## src/rtl/lock_pkg.sv

```systemverilog
package lock_pkg;
  localparam int unsigned CODE_W = 4;
  localparam logic [CODE_W-1:0] CODE_E = 4'hE;

  // Parity rule: even digit (LSB clear) asks for a 1.
  function automatic logic want_bit(input logic [CODE_W-1:0] dig);
    return ~dig[0];
  endfunction

  // Display rule: a position shows its digit once reached, else E.
  function automatic logic [CODE_W-1:0] show_code(input logic [CODE_W-1:0] dig,
                                                  input int unsigned pos,
                                                  input int unsigned reached);
    return (pos < reached) ? dig : CODE_E;
  endfunction
endpackage

```

## src/rtl/btn_edge.sv

```systemverilog
module btn_edge #(
  parameter int unsigned SYNC = 2
) (
  input  logic clk,
  input  logic rst_n,
  input  logic lvl_i,
  output logic rise_o
);
  logic [SYNC-1:0] sh;
  logic            prev;

  always_ff @(posedge clk or negedge rst_n) begin
    if (!rst_n) begin
      sh   <= '0;
      prev <= 1'b0;
    end else begin
      sh   <= {sh[SYNC-2:0], lvl_i};
      prev <= sh[SYNC-1];
    end
  end

  assign rise_o = sh[SYNC-1] & ~prev;
endmodule

```

## src/rtl/lock_seq.sv

```systemverilog
module lock_seq
  import lock_pkg::*;
#(
  parameter int unsigned DIGITS = 4,
  parameter logic [CODE_W*DIGITS-1:0] PASSCODE = 16'h4408,
  localparam int unsigned CNT_W = $clog2(DIGITS + 1)
) (
  input  logic             clk,
  input  logic             rst_n,
  input  logic             ev_zero_i,
  input  logic             ev_one_i,
  output logic [CNT_W-1:0] progress_o,
  output logic             open_o
);
  logic [CNT_W-1:0] progress_q, progress_d;
  logic             take, exp_bit;

  assign take = ev_zero_i ^ ev_one_i;

  always_comb begin
    exp_bit = 1'b0;
    for (int i = 0; i < DIGITS; i++) begin
      if (progress_q == CNT_W'(i))
        exp_bit = want_bit(PASSCODE[(DIGITS-1-i)*CODE_W +: CODE_W]);
    end
  end

  always_comb begin
    progress_d = progress_q;
    if (!open_o && take) begin
      if (ev_one_i == exp_bit) progress_d = progress_q + 1'b1;
      else                     progress_d = '0;
    end
  end

  always_ff @(posedge clk or negedge rst_n) begin
    if (!rst_n) progress_q <= '0;
    else        progress_q <= progress_d;
  end

  assign progress_o = progress_q;
  assign open_o     = (progress_q == CNT_W'(DIGITS));
endmodule

```

## src/rtl/lock_disp.sv

```systemverilog
module lock_disp
  import lock_pkg::*;
#(
  parameter int unsigned DIGITS = 4,
  parameter logic [CODE_W*DIGITS-1:0] PASSCODE = 16'h4408,
  localparam int unsigned CNT_W = $clog2(DIGITS + 1)
) (
  input  logic [CNT_W-1:0]         progress_i,
  output logic [CODE_W*DIGITS-1:0] digit_o
);
  for (genvar p = 0; p < DIGITS; p++) begin : g_pos
    localparam int unsigned LSB = (DIGITS - 1 - p) * CODE_W;
    assign digit_o[LSB +: CODE_W] =
      show_code(PASSCODE[LSB +: CODE_W], p, int'(progress_i));
  end
endmodule

```

## src/rtl/parity_lock.sv

```systemverilog
module parity_lock
  import lock_pkg::*;
#(
  parameter int unsigned DIGITS = 4,
  parameter logic [CODE_W*DIGITS-1:0] PASSCODE = 16'h4408,
  parameter int unsigned SYNC = 2,
  parameter int unsigned LED_N = 4,
  localparam int unsigned CNT_W = $clog2(DIGITS + 1)
) (
  input  logic                     clk,
  input  logic                     rst_n,
  input  logic                     btn_zero_i,
  input  logic                     btn_one_i,
  output logic [CODE_W*DIGITS-1:0] digit_o,
  output logic [LED_N-1:0]         led_o,
  output logic                     unlocked_o
);
  logic             ev_zero, ev_one, open_mode;
  logic [CNT_W-1:0] progress;

  btn_edge #(.SYNC(SYNC)) u_zero (.clk(clk), .rst_n(rst_n), .lvl_i(btn_zero_i), .rise_o(ev_zero));
  btn_edge #(.SYNC(SYNC)) u_one  (.clk(clk), .rst_n(rst_n), .lvl_i(btn_one_i),  .rise_o(ev_one));

  lock_seq #(.DIGITS(DIGITS), .PASSCODE(PASSCODE)) u_seq (
    .clk(clk), .rst_n(rst_n), .ev_zero_i(ev_zero), .ev_one_i(ev_one),
    .progress_o(progress), .open_o(open_mode)
  );

  lock_disp #(.DIGITS(DIGITS), .PASSCODE(PASSCODE)) u_disp (
    .progress_i(progress), .digit_o(digit_o)
  );

  assign led_o      = {LED_N{open_mode}};
  assign unlocked_o = open_mode;
endmodule

```

## config.mk

```make
export PLATFORM = sky130hd
export DESIGN_NAME = parity_lock
export DESIGN_NICKNAME = d
export VERILOG_FILES = /design/src/rtl/lock_pkg.sv /design/src/rtl/btn_edge.sv /design/src/rtl/lock_seq.sv /design/src/rtl/lock_disp.sv /design/src/rtl/parity_lock.sv
export SDC_FILE = /design/constraint.sdc
export NUM_CORES = 1
export LEC_CHECK = 0
export ABC_AREA = 1
export BUFFER_PORTS_ARGS = -buffer_cell sky130_fd_sc_hd__buf_2
export CORE_MARGIN = 1.5
export CORE_UTILIZATION = 40
export DETAILED_ROUTE_END_ITERATION = 16
export PLACE_DENSITY = 0.72
export SYNTH_ARGS = -nofsm -noshare
export SYNTH_HDL_FRONTEND = slang
export SYNTH_SLANG_ARGS = --single-unit
```

## constraint.sdc

```tcl
create_clock -name clk -period 1.07 [get_ports clk]
set_input_delay 0.0535 -clock clk [delete_from_list [all_inputs] [get_ports clk]]
set_output_delay 0.0535 -clock clk [all_outputs]
set_load 0.01 [all_outputs]
```

; ---- Word-level counts from Yosys, hierarchy flattened
; Index checks and enable logic that the tools add are counted.
[totals]
register_bits = 9
input_bits = 4
out_inout_bits = 21
wordCells = 32
[classes]
n_addsub = 1
magnitude_cmp = 4
n_eq_ne = 5
mux = 9
bitwise = 5
n_reduce_logical = 3
[op_table]
columns = cell, n
row1 = 2-to-1 mux 4 bit, 3
row2 = == test 3 x 2 -> 1 bit (second input constant), 2
row3 = < comparator 1 x 3 -> 1 bit (first input constant), 2
row4 = < comparator 2 x 3 -> 1 bit (first input constant), 2
row5 = 2-to-1 mux 3 bit, 2
row6 = 2-to-1 mux 1 bit, 4
row7 = adder 3 x 1 -> 3 bit (second input constant), 1
row8 = == test 3 x 1 -> 1 bit (second input constant), 1
row9 = == test 3 bit (second input constant), 1
row10 = logical NOT 3 bit, 1
row11 = bitwise AND 1 bit, 2
row12 = inverter 1 bit, 2
row13 = == test 1 bit, 1
row14 = logical AND 1 bit, 1
row15 = logical NOT 1 bit, 1
row16 = XOR 1 bit, 1

; ---- Logic depth before layout (Yosys ltp)
; Gate-level depths: netlist of run 1.
[depth]
ltp_word = 7
ltp_mapped = 9
ltp_nobuf = 9

; ---- Modules after synthesis
; From an unflattened synthesis of run 1, not the netlist that was laid out.
[hier_totals]
cells_unflattened = 64
hier_area_um2 = 543.0
[modules_own_cells]
columns = mod, instances, cells_per_inst, area_per_inst_um2, seq_area_each_um2
row1 = lock_seq, 1, 30, 216.5, 75.1
row2 = btn_edge, 2, 5, 85.1, 75.1
row3 = lock_disp, 1, 20, 126.4, 0.0
row4 = parity_lock, 1, 4, 30.0, 0.0

; ---- Worst setup path after synthesis of run 1
; OpenSTA, ideal clock, no wires.
[synth_timing]
path_type = register to register
from = register u_seq.progress_q[0] (netlist: u_seq.progress_o[0])
to = register u_seq.progress_q[2] (netlist: u_seq.progress_o[2])
setup_time_ns = 0.065
t_arrival_ns = 1.127
required_time_ns = 1.005
slack_ns = -0.122
stages_incl_launch_ff = 8
path_buffers = 0
synth_period_minus_slack_ns = 1.192
path_cell_list = dfrtp_1 -> inv_1 -> ha_1 -> nand2_2 -> inv_1 -> nor2_1 -> nand3_2 -> nand2_1
[synth_between]
word_cells_on_any_way = 14
classes_between = 1 x add/sub / 5 x eq/ne / 5 x mux / 3 x reduce/logical
[synth_rtl]
columns = element, line
row1 = "start, declared", lock_seq.sv:15  ; logic [CNT_W-1:0] progress_q, progress_d;
row2 = "start signal, assigned", lock_seq.sv:38  ; else progress_q <= progress_d;
row3 = == test 3 bit, lock_seq.sv:42  ; assign open_o = (progress_q == CNT_W'(DIGITS));
row4 = via unlocked_o, parity_lock.sv:16  ; output logic unlocked_o
row5 = logical NOT 1 bit, lock_seq.sv:30  ; if (!open_o && take) begin
row6 = logical AND 1 bit, lock_seq.sv:30
; The timed path passes the listed nets, and every way through them passes these cells.
; A chain may end at the register's enable or synchronous reset.

; ---- Worst setup path in the final report of run 1
[layout_timing]
from = register u_seq.progress_q[1] (netlist: u_seq.progress_o[1])
to = register u_seq.progress_q[2] (netlist: u_seq.progress_o[2])
[layout_between]
elab_chain_cells = 7
word_cells_on_any_way = 14
classes_between = 1 x add/sub / 5 x eq/ne / 5 x mux / 3 x reduce/logical
[layout_lines]
columns = element, line
row1 = logical NOT 3 bit, lock_seq.sv:23  ; if (progress_q == CNT_W'(i))
row2 = 2-to-1 mux 1 bit (4 in series), lock_seq.sv:23
row3 = == test 1 bit, lock_seq.sv:31  ; if (ev_one_i == exp_bit) progress_d = progress_q + 1'b1;
row4 = 2-to-1 mux 3 bit, lock_seq.sv:31
; Several ways; a longest one is shown, not always the timed one.

==> reports/qor.txt, run 1 <==
Status = finished with violations
Violated checks = setup timing
Largest net degree at the start of global routing = 10
Area Growth Syn to Fin = 37.7%
Routed vias/inst = 4.16
Synth area leader = dfrtp_1
Die height = 41.2 um
Syn Area/Cell = 8.12 um^2
Minimum clock period = 1.22 ns
Synthesis warning total = 0
FMAX = 0.819 GHz
Crit path from = u_seq.progress_o[1]$_DFFE_PN0P_
Setup Skew = 0.00175 ns
Post-synth EDFFs = 0
Final Cycle Share = 114%
Final #Nets = 99
Crit. path cell count = 6
CP arrival = 1.37 ns
Synth cell types = 16
TritonCTS clock tree = yes
RSZ-0062 raised after global routing = true
Top post-synthesis cells by area = dfrtp_1 39%, buf_4 21%, nand2_1 10%
Power Density = 2160 nW/um^2
Vias in the first global route = 381
Ys flop type = dfrtp_1
Slew Viols, Final = 0
Die footprint = 1700 um^2
Worst setup path endpoint = u_seq.progress_o[2]$_DFFE_PN0P_
Layout Cells excl Fill = 106
Max incr delay on CP = 0.42 ns
WP buf/inv = 2
Leak = 0.430 nW
Initial antenna violation count = 0
Synth top cells by count = 16 x buf_4, 16 x nand2_1, 9 x dfrtp_1, 9 x inv_1, 6 x nor2_1
Worst R2R End = u_seq.progress_o[2]$_DFFE_PN0P_
Crit-path cells = buf_6, buf_4, ha_2, xor2_1, nand3_2, nand2_1
Max_cap viols = 0
Design Area, Final = 805 um^2
Reg-to-reg startpoint = u_seq.progress_o[1]$_DFFE_PN0P_
Buffers added on ports = 17
Hold crit path type = in2async
Antenna Violating Nets Remaining = 0
Flops & latches, synth = 9
Synth Cell Area = 584 um^2
Top cell family by delay on the critical path = flip-flops
Clk root buf = clkbuf_4
WHS = 0.165 ns
Tot GR Track Use = 13.9%
Power consumption = 0.00174 W
H-Tree Level Count = 1
Post-placement cell count = 95
Die width = 41.2 um
I/O Pins = 25
Setup violations, final = 15
Final worst slack = -0.151 ns
Ant diodes = 0
CORE AREA = 1330 um^2
Cts bufs inserted = 3
Reg2reg path depth = 6
Slowest-stage cell, CP = dfrtp_1
Routed vias = 441
CP Class = reg2reg
Num Clock Sinks = 9
Initial Util = 43.8%
CP required = 1.22 ns
Grt ovf = 0
Top-area cell type share of the netlist area = 38.5%
# DRC = 0
Peak supply drop = 0.00109 V
Layout cells sized above 1 = 52.7%
Placement Rows = 13
Gp weighted congestion = 0.665
DP HPWL = 646 um
CP Launch Type = register
Crit Path Max Fanout = 3
Final wirelength = 1050 um
Setup slack, reg-to-reg = -0.15 ns
Clk pin slew, worst setup/hold paths = 0.06 ns
Area post-placement = 601 um^2
Asr flop ratio synth = 100%
Crit end category = register
Post-synthesis sequential area ratio = 38.5%
Router iterations before antenna repair = 4
CTS max path bufs = 2
Mapped Cells = 72
Hold Vio Cnt, Final = 0
Drt wl/cell = 9.87 um
Clock latency on the worst-skew pair = 0.26 ns
First-pass GRT wire length = 1500 um
Initial drt markers = 3
-- per-stage QoR --
stage                     setup TNS (ns)  util [%]  setup slack, ns
after floorplan                   -0.266         -          -0.0817
after global placement            -0.264      45.0          -0.0951
after detailed placement          -0.321      45.0           -0.108
after CTS                          -2.05      56.0           -0.154
after global routing               -3.13      60.3           -0.233
final                              -2.06      60.3           -0.151
-- cell usage in the layout (no fill, tap or decap) --
cell / count
ha_2: 2
buf_2: 10
nand3_2: 2
inv_1: 5
buf_4: 4
a21oi_2: 1
inv_2: 4
inv_6: 1
nor2_2: 3
nor2_1: 4
buf_6: 10
nand2_1: 15
xor2_1: 1
nand2_4: 1
dlygate4sd3_1: 3
ha_4: 1
clkinv_2: 1
conb_1: 7
dfrtp_2: 1
nand3_4: 1
nand2_2: 2
clkbuf_4: 3
dfrtp_1: 8
nor3_4: 1
-- cells by family (layout without fill, tap and decap cells) --
logic type	count (synthesis)	after routing	synth area share [%]
and+or+nand+nor	29	29	22.5
buffers and inverters	27	41	28.9
DFF	9	9	38.5
adders and majority gates	3	3	6.42
other	2	7	1.29
AOI/OAI and AO/OA	1	1	0.856
xor gates and xnor gates	1	1	1.50
-- routing by layer --
layer	wire length, um	GRT usage (%)	share of wire [%]	up-vias
met4	0	9.68	0	0
met3	36	1.63	3.4	0
met2	587	25.0	56	16
met1	422	14.9	40	198
met5	0	0	0	-
li1	-	-	-	227
-- repair_timing --
action | CTS | global route
buffers inserted | 3 | 1
gates resized for setup | 14 | 14
hold buffers | 3 | 0
endpoints found under the hold margin | 11 | 0
pin swaps | 2 | 4
setup endpoints to repair | 15 | 15
-- report_power, final --
| group | leakage (nW) | switching (W) | internal [W] |
|---|---|---|---|
| combinational | 0.304 | 0.000540 | 0.000489 |
| clock | 0.0177 | 0.000122 | 0.000138 |
| sequential | 0.109 | 0.0000576 | 0.000391 |
-- state kept, by name (all words and copies together) (netlist names) --
signal,flops
u_zero.prev,1
u_one.prev,1
u_seq.progress_o,3
u_one.sh,2
u_zero.sh,2
-- final cells by class --
class,instances,area (um^2)
inverter,10,42.5
clock buffer,3,22.5
timing repair buffer,27,223
tap,15,18.8
clock inverter,1,5.00
fill,107,529
multi-input combinational,41,267
sequential,9,226
-- worst min path at each step --
| stage | startpoint | endpoint | depth (start not counted) |
|---|---|---|---|
| 2_1_floorplan | rst_n | u_one.prev$_DFF_PN0_ | 0 |
| 3_3_place_gp | rst_n | u_seq.progress_o[0]$_DFFE_PN0P_ | 1 |
| 3_5_place_dp | rst_n | u_seq.progress_o[0]$_DFFE_PN0P_ | 1 |
| 4_1_cts | rst_n | u_one.sh[0]$_DFF_PN0_ | 2 |
| 5_1_grt | rst_n | u_one.sh[0]$_DFF_PN0_ | 2 |
| 6_report | rst_n | u_seq.progress_o[0]$_DFFE_PN0P_ | 2 |
(Power assumes the default switching activity.)
==> inputs of run 2 (changes only) <==
ABC_AREA = 0   (was 1)
CAP_MARGIN = 10   (was default)
==> reports/qor.txt, run 2 <==
Hold crit path type = in2async
Ant diodes = 0 (unchanged)
Power Density = 2910 nW/um^2 (+35%)
Clk root buf = clkbuf_4
Drt wl/cell = 11.4 um (+15%)
Clock share of power = 9.8% (-5.1 points)
Most common cell after layout, fill and taps aside = buf_6
Crit end category = register
Tot GR Track Use = 14.1% (+0.21 points)
Placement Rows = 13 (unchanged)
Crit-path cells = inv_2, ha_4, nor3_4, mux2_2, o21ai_2
Switch share = 38.6% (-2.8 points)
Max incr delay on CP = 0.41 ns (about the same)
Met3 WL post-DR = 51 um (+42%)
Antenna Violating Nets Remaining = 0 (unchanged)
Final #Nets = 93 (-6.1%)
Leading cell types in the layout, fill and taps excluded = 16 x buf_6, 8 x buf_4, 8 x dfrtp_1
Hold Vio Cnt, Final = 0 (unchanged)
Top-area cell type share of the netlist area = 38.3% (-0.25 points)
Die height = 41.3 um (+0.29%)
Post-synthesis sequential area ratio = 38.3% (-0.25 points)
Leak = 0.421 nW (-2.1%)
Design Area, Final = 880 um^2 (+9.3%)
Grt ovf = 0 (unchanged)
Final wirelength = 1140 um (+8.8%)
Cell Int Power = 0.00157 W (+55%)
Mapped Cells = 61 (-15%)
Top routing layer in use = met3
WL met2 = 659 um (+12%)
CP Class = reg2reg
Slew Viols, Final = 0 (unchanged)
Initial drt markers = 4 (+1)
Initial Util = 44.1% (+0.28 points)
WP buf/inv = 1 (-1)
Clock latency on the worst-skew pair = 0.25 ns (about the same)
CP arrival = 1.58 ns (+0.21 ns)
Layout cells sized above 1 = 57.6% (+4.9 points)
# DRC = 0 (unchanged)
Ys flop type = dfrtp_1
Top cell family by delay on the critical path = flip-flops
Synth area leader = dfrtp_1
Synth top cells by count = 16 x buf_4, 9 x dfrtp_1
Clk pin slew, worst setup/hold paths = 0.06 ns (about the same)
WHS = 0.172 ns (+0.00720 ns)
Flops & latches, synth = 9 (unchanged)
Buffers added on ports = 17 (unchanged)
H-Tree Level Count = 1 (unchanged)
Setup slack, reg-to-reg = -0.33 ns (-0.18 ns)
Asr flop ratio synth = 100% (unchanged)
CP required = 1.25 ns (+0.03 ns)
Switching pwr = 0.000989 W (+37%)
CORE AREA = 1330 um^2 (unchanged)
Die footprint = 1710 um^2 (+0.58%)
Top post-synthesis cells by area = dfrtp_1 38%, buf_4 20%, ha_1 6.4%
Vias in the first global route = 418 (+9.7%)
I/O Pins = 25 (unchanged)
DRT met1 WL = 426 um (+0.95%)
Peak supply drop = 0.00124 V (+14%)
Setup Skew = 0.000157 ns (-0.00159 ns)
Crit Path Max Fanout = 4 (+1)
Router iterations before antenna repair = 4 (unchanged)
DP HPWL = 793 um (+23%)
Flop pwr share = 17.9% (-7.9 points)
Num Clock Sinks = 9 (unchanged)
Post-synth EDFFs = 0 (unchanged)
Final Cycle Share = 131% (+17 points)
Comb pwr share = 72.3% (+13 points)
Gp weighted congestion = 0.735 (+11%)
Synthesis warning total = 0 (unchanged)
Syn Area/Cell = 9.64 um^2 (+19%)
Largest net degree at the start of global routing = 10 (unchanged)
Max_cap viols = 0 (unchanged)
Area Growth Syn to Fin = 49.6%
FMAX = 0.713 GHz (-13%)
Final worst slack = -0.332 ns (-0.181 ns)
Most frequent cell after synthesis = buf_4
Synth Cell Area = 588 um^2 (+0.64%)
CTS max path bufs = 2 (unchanged)
Routed vias = 472 (+7.0%)
Initial antenna violation count = 0 (unchanged)
Power consumption = 0.00256 W (+47%)
Largest register FFs = 3 (unchanged)
Register area = 226 um^2 (unchanged)
Routed vias/inst = 4.72 (+13%)
Fillers = 106 (-0.93%)
Die width = 41.3 um (+0.29%)
Status = finished with violations
TritonCTS clock tree = yes
Setup violations, final = 15 (unchanged)
Minimum clock period = 1.40 ns (+0.181 ns)
RSZ-0062 raised after global routing = true
Slowest-stage cell, CP = dfrtp_1
Area post-placement = 661 um^2 (+10%)
Multi-input gate area in the final layout = 299 um^2 (+12%)
First-pass GRT wire length = 1590 um (+5.5%)
Synth cell types = 24 (+8)
Cts bufs inserted = 3 (unchanged)
CP Launch Type = register
Violated checks = setup timing
-- run 2: cell type report --
type	instances	share of cell area [%]
tap	15	2.13
timing repair buffer	32	33.6
multi-input combinational	37	34.0
inverter	3	1.56
clock buffer	4	2.99
sequential	9	25.7
-- run 2: timing repair --
action	in CTS	in global routing
buffers inserted	2	1
pin swaps	2	2
endpoints found under the hold margin	11	0
hold buffers	3	0
gates resized for setup	16	13
setup endpoints to repair	15	17
-- run 2: power groups by stage --
stage          Clock [W]  Sequential, W  Combinational [W]
6_report        0.000250       0.000458            0.00185
5_1_grt         0.000281       0.000466            0.00203
4_1_cts         0.000266       0.000453            0.00153
3_5_place_dp           0       0.000463            0.00123
3_3_place_gp           0       0.000455            0.00120
2_1_floorplan          0       0.000480           0.000956
-- run 2: path summary, 6_finish.rpt --
path	start	end	cells after the start
max	u_seq.progress_o[1]$_DFFE_PN0P_	u_seq.progress_o[2]$_DFFE_PN0P_	5
min	rst_n	u_zero.sh[0]$_DFF_PN0_	2
max reg2reg	u_seq.progress_o[1]$_DFFE_PN0P_	u_seq.progress_o[2]$_DFFE_PN0P_	5
min reg2reg	u_zero.sh[0]$_DFF_PN0_	u_zero.sh[1]$_DFF_PN0_	0
max in group asynchronous	rst_n	u_seq.progress_o[0]$_DFFE_PN0P_	2
min in group clk	u_zero.sh[0]$_DFF_PN0_	u_zero.sh[1]$_DFF_PN0_	0
-- run 2: cells by family (layout without fill, tap and decap cells) --
family	after synthesis	count (layout)	share of synthesized area (%)
buffers and inverters	20	39	24.3
and+or+nand+nor	18	18	19.1
DFF	9	9	38.3
AOI/OAI and AO/OA	8	8	8.72
adders and majority gates	3	3	6.38
other	2	7	1.28
muxes	1	1	1.91
-- run 2: worst reg2reg max path: stages, from the launching register on --
cell	delay, ns
dfrtp_1	0.41
inv_2	0.06
ha_4	0.17
nor3_4	0.20
mux2_2	0.37
o21ai_2	0.13
-- run 2: metrics by stage --
| step | util (%) | cells | worst slack (ns) | TNS [ns] |
|---|---|---|---|---|
| final | 65.9 | 100 | -0.332 | -3.84 |
| after global routing | 65.9 | 100 | -0.387 | -4.72 |
| after CTS | 60.2 | 99 | -0.326 | -3.82 |
| after detailed placement | 49.5 | 90 | -0.393 | -1.33 |
| after global placement | 49.5 | 90 | -0.305 | -0.881 |
| after floorplan | - | 66 | -0.332 | -0.998 |
-- run 2: per-layer routing --
metal | vias to the layer above | global-route usage, %
li1 | 229 | -
met1 | 225 | 14.7
met2 | 18 | 28.5
met3 | 0 | 1.60
met4 | 0 | 4.84
met5 | - | 0
